--- config.mk ---
export PLATFORM = sky130hd
export DESIGN_NAME = ctxchk_datapath
export DESIGN_NICKNAME = d
export VERILOG_FILES = /design/src/rtl/ctxchk_pkg.sv /design/src/rtl/ctxchk_datapath.sv
export SDC_FILE = /design/constraint.sdc
export NUM_CORES = 1
export LEC_CHECK = 0
export CAP_MARGIN = 0
export CELL_PAD_IN_SITES_DETAIL_PLACEMENT = 1
export CELL_PAD_IN_SITES_GLOBAL_PLACEMENT = 2
export CORE_MARGIN = 2
export CORE_UTILIZATION = 22
export DETAILED_ROUTE_END_ITERATION = 12
export DONT_BUFFER_PORTS = 1
export PLACE_DENSITY_LB_ADDON = 0.25
export SLEW_MARGIN = 25
export SYNTH_ARGS = -nofsm -noshare
export SYNTH_HDL_FRONTEND = slang
export SYNTH_SLANG_ARGS = --single-unit
--- constraint.sdc ---
create_clock -name clk -period 1.4 [get_ports clk]
set_input_delay 0.35 -clock clk [delete_from_list [all_inputs] [get_ports clk]]
set_output_delay 0.35 -clock clk [all_outputs]
set_load 0.05 [all_outputs]
--- src/rtl/ctxchk_pkg.sv ---
package ctxchk_pkg;

  typedef enum logic [2:0] {
    ST_IDLE,
    ST_WAIT_DONE,
    ST_WAIT_IDLE,
    ST_WAIT_DRAIN,
    ST_CHECK_ERR
  } phase_t;

  localparam logic [2:0] RES_PASS      = 3'd0;
  localparam logic [2:0] RES_DONE_TO   = 3'd1;
  localparam logic [2:0] RES_IDLE_TO   = 3'd2;
  localparam logic [2:0] RES_DRAIN_TO  = 3'd3;
  localparam logic [2:0] RES_ERR_FLAG  = 3'd4;

  // Control to datapath strobes
  typedef struct packed {
    logic       clrCnt;
    logic       incCnt;
    logic       setResult;
    logic [2:0] code;
  } ctrlStrobes_t;

  // Datapath to control condition flags
  typedef struct packed {
    logic doneOk;
    logic idleOk;
    logic drainOk;
    logic errOk;
    logic cntLast;
  } dpStatus_t;

endpackage

--- src/rtl/ctxchk_datapath.sv ---
module ctxchk_datapath
  import ctxchk_pkg::*;
#(
  parameter int STATUS_W    = 32,
  parameter int QUEUE_W     = 32,
  parameter int ERR_W       = 32,
  parameter int TICK_LIMIT  = 100,
  parameter int DRAIN_BIT_A = 13,
  parameter int DRAIN_BIT_B = 14
) (
  input  logic                clk,
  input  logic                rstN,
  input  logic                doneFlag,
  input  logic [STATUS_W-1:0] engineStatus,
  input  logic [QUEUE_W-1:0]  wrQueueBits,
  input  logic [ERR_W-1:0]    errStatus,
  input  ctrlStrobes_t        strobes,
  output dpStatus_t           status,
  output logic                resultValid,
  output logic [2:0]          resultCode,
  output logic                resultPass
);

  localparam int CNT_W = $clog2(TICK_LIMIT + 1);
  localparam logic [CNT_W-1:0] CNT_LAST = CNT_W'(TICK_LIMIT - 1);
  localparam logic [QUEUE_W-1:0] ONE_Q = {{(QUEUE_W-1){1'b0}}, 1'b1};
  localparam logic [QUEUE_W-1:0] DRAIN_MASK =
    (ONE_Q << DRAIN_BIT_A) | (ONE_Q << DRAIN_BIT_B);

  logic [CNT_W-1:0] sampleCnt;
  logic [2:0]       codeReg;
  logic             validReg;

  // Failed-sample counter of the check in progress
  always_ff @(posedge clk) begin
    if (!rstN) begin
      sampleCnt <= '0;
    end else if (strobes.clrCnt) begin
      sampleCnt <= '0;
    end else if (strobes.incCnt) begin
      sampleCnt <= sampleCnt + CNT_W'(1);
    end
  end

  // Result register, valid for one cycle
  always_ff @(posedge clk) begin
    if (!rstN) begin
      validReg <= 1'b0;
      codeReg  <= RES_PASS;
    end else begin
      validReg <= strobes.setResult;
      if (strobes.setResult) begin
        codeReg <= strobes.code;
      end
    end
  end

  always_comb begin
    status.doneOk  = doneFlag;
    status.idleOk  = (engineStatus == '0);
    status.drainOk = ((wrQueueBits & DRAIN_MASK) == '0);
    status.errOk   = (errStatus == '0);
    status.cntLast = (sampleCnt == CNT_LAST);
  end

  assign resultValid = validReg;
  assign resultCode  = codeReg;
  assign resultPass  = validReg && (codeReg == RES_PASS);

endmodule

# After elaboration in Yosys (flattened, before gate mapping)
# Cells that the tools add are included.
# word_totals
output_inout_bits	10
word_cells	12
regBits	11
# op_classes
eq_ne	1
bitwise	1
n_reduce_logical	6
add_sub_neg	1
# ops
cell	count
32-bit zero test	3
7-bit by 1-bit adder with 7-bit output, second input constant	1
7-bit equality test, second input constant	1
3-bit zero test	1
2-bit OR reduction	1
1-bit logical AND	1
1-bit NOT	1

# Depth between registers and ports, before layout
# logic_depth
ltp_word	2
mapped_depth	4
depth_no_buf	4

# Worst setup path after synthesis
# No wires, ideal clock.
# synth_path
path_type	reg-to-output
from	register validReg, in the netlist resultValid
to	output resultPass
arrival_time_ns	2.282
stages_incl_launch_ff	2
path_slack_ns	-1.232
cell_sequence	dfxtp_1 > nor4b_1
# synth_via
elab_chain_len	1
# synth_rtl
item	line_no	rtl
start, declared	ctxchk_datapath.sv:32	logic validReg;
start signal, assigned	ctxchk_datapath.sv:51	validReg <= strobes.setResult;
1-bit logical AND	ctxchk_datapath.sv:68	assign resultPass = validReg && (codeReg == RES_PASS);
end, declared	ctxchk_datapath.sv:21	output logic resultPass
# Every way passes these cells.

==> reports/qor.yml <==
layout.cells.non_filler: 113
synthesis.nets: 174
wl_per_cell_um: 16.91
p_int_uw: 482.6
initial_core_util_pct: 23.27
seq_area_frac_synth_pct: 37.85
pwr-share-clk_pct: 33.7
crit_type: "flop to output port"
dr.first_iter.drc_count: 8
totalWireLength_mm: 1.911
p_sw_share_pct: 26.12
worstMarginPinSlew_ns: 0.2991
mostFrequentLayoutCells: "nor4_4 (11), buf_4 (9), nand4_1 (6), nor2_1 (6), nor4_2 (5)"
ys_seq_elements: 11
crit_path_top_delay_cell: "dfxtp_2"
setup_viol: 4
die_w_um: 55.43
setup_slack_ns: -0.1234
min_period_ns: 1.523
switchingPower_uw: 170.6
grt_pass1_wl_mm: 2.987
critical-path-top-delay-family: "simple AND/OR/NAND/NOR gates"
min_from: "rstN"
path_buf_inv: 0
layout_commonest_cell: "nor4_4"
synth.distinct_cells: 18
final_nets: 190
hold_class: "primary input to flop"
area_growth_pct: 77.20
max_freq_ghz: 0.6564
p_seq_share_pct: 50.2
skew_ns: 0.001672
antenna_found_initial: 0
grt_pass1_vias: 743
rsz0062_at_grt: "yes"
cp.arrival_ns: 1.17
dpl_cell_area_um2: 878.3
fin_area_mm2: 0.001031
reg2reg_depth: 4
cts_tree: "yes"
status: "finished, violations left"
fp.dieArea_mm2: 0.003072
io_pins: 115
synth.area.top_cells: "dfxtp_1 (38%), nor4_1 (17%), mux2i_1 (6.9%)"
viasPerCell: 5.673
grt_remaining_overflow: 0
netlist_area_um2: 581.8
startpoint: "sampleCnt[2]"
worst_ep_required_time_ns: 1.05
drt_pre_antenna_iters: 2
leakage_nw: 0.2924
netlist_instances: 68
cts_buffers: 3
num_rows: 18
hold_buffers: 0
rr_startpoint: "sampleCnt[3]"
yosysTopAreaCell: "dfxtp_1"
vias: 641
finalCritPeriodShare_pct: 108.8
hold_viol: 0
crit_path_end_kind: "output port"
grt_max_degree: 8
clk_latency_ns: 0.26
ctsHtreeMaxLevel: 1
crit_path_max_incr_delay_ns: 0.34
path_depth: 2
placed_cells: 108
max-slew-margin-rel_pct: 80.06
detail-route-antenna-nets: 0
track_usage_pct: 12.17
die_h_um: 55.43
port_buffers: 0
power_density_mw_per_mm2: 633.6
cap_violations: 0
startpoint_type: "flop"
path_cells: "nor4b_4 -> and3_4"
yosys_warnings: 0
tns_ns: -0.2223
synth_top_area_share_pct: 37.85
post-route-drc-count: 0
cp_max_fo: 2
violations: "setup timing"
power.combinational.fraction_pct: 16.1
clkTransAtPathRegs_ns: 0.08
place.gp.congestion: 0.6948
drive_gt1_share_pct: 53.01
ir_drop_uv: 359.6
cts.sinks: 11
core_mm2: 0.002500
avgSynthCellArea_um2: 8.556
finalCoreUtilization_pct: 41.24
antenna_cells: 0
whs_ns: 0.2153
hpwl_mm: 1.613
cts_buffer_depth: 2
hold_depth: 1
maxSlewViolCount: 0
cts-root-buf: "clkbuf_4"
[worst register-to-register path, cell delays in order (launching register included)]
cell and delay [ns]:
dfxtp_1 0.39, buf_4 0.15, nand4_1 0.14, or3_1 0.38
a21oi_1 0.14
[layout make-up]
cell class | instances | area, um2
Fill cell | 284 | 1469
Multi-Input combinational cell | 56 | 603.1
Sequential cell | 11 | 236.5
Timing Repair Buffer | 12 | 127.6
Tap cell | 30 | 37.54
Clock buffer | 4 | 26.28
[logic make-up after synthesis]
kind of cell	after synthesis	synth area share [%]
and+or+nand+nor	43	42.37
DFF	11	37.85
AOI/OAI and AO/OA	4	3.441
xor gates and xnor gates	4	6.023
muxes	4	6.882
buffers and inverters	1	1.291
adders and majority gates	1	2.150
[sequential cells by signal (all words and copies together), names as in the netlist]
register	cells
resultCode	3
sampleCnt	7
resultValid	1
[cell usage after synthesis]
library cell,number
a21oi_1,2
and2_1,1
and3_1,1
buf_4,1
dfxtp_1,11
ha_1,1
mux2i_1,4
nand2_1,3
nand2b_1,1
nand4_1,6
nor2_1,8
nor2b_1,3
nor4_1,16
nor4b_1,2
o21ai_0,2
or3_1,2
xnor2_1,1
xor2_1,3
[metrics by stage]
stage / setup WS (ns) / power (mW)
after floorplan: -0.02339 / 0.4161
after global placement: -0.04997 / 0.4334
after detailed placement: -0.05673 / 0.4351
after CTS: -0.1350 / 0.6665
after global routing: -0.2051 / 0.6940
final: -0.1234 / 0.6532
[per-layer routing]
metal,global-route usage (%),part of all wire [%],vias to the layer above
met5,0,0,-
met2,22.28,53,56
met1,11.51,32,287
met4,7.317,1.4,0
li1,-,-,296
met3,4.215,13,2
[final timing paths]
path,to,slack [ns]
max,status[0],-0.12
min reg2reg,sampleCnt[1],0.51
max reg2reg,sampleCnt[6],0.14
min,resultCode[1],0.22
[what timing repair did]
action	4_1_cts	5_1_grt
endpoints found under the setup margin	4	5
setup buffers	0	1
gates resized for setup	15	5
pin swaps	6	7
[power by group through the flow]
stage	Clock (mW)	Sequential [mW]	Combinational [mW]
global placement	0	0.335	0.0988
detailed placement	0	0.335	0.0999
floorplan	0	0.359	0.0576
CTS	0.232	0.328	0.106
finish	0.220	0.328	0.105
global route	0.253	0.329	0.112
Power figures use the tool's default switching activity.
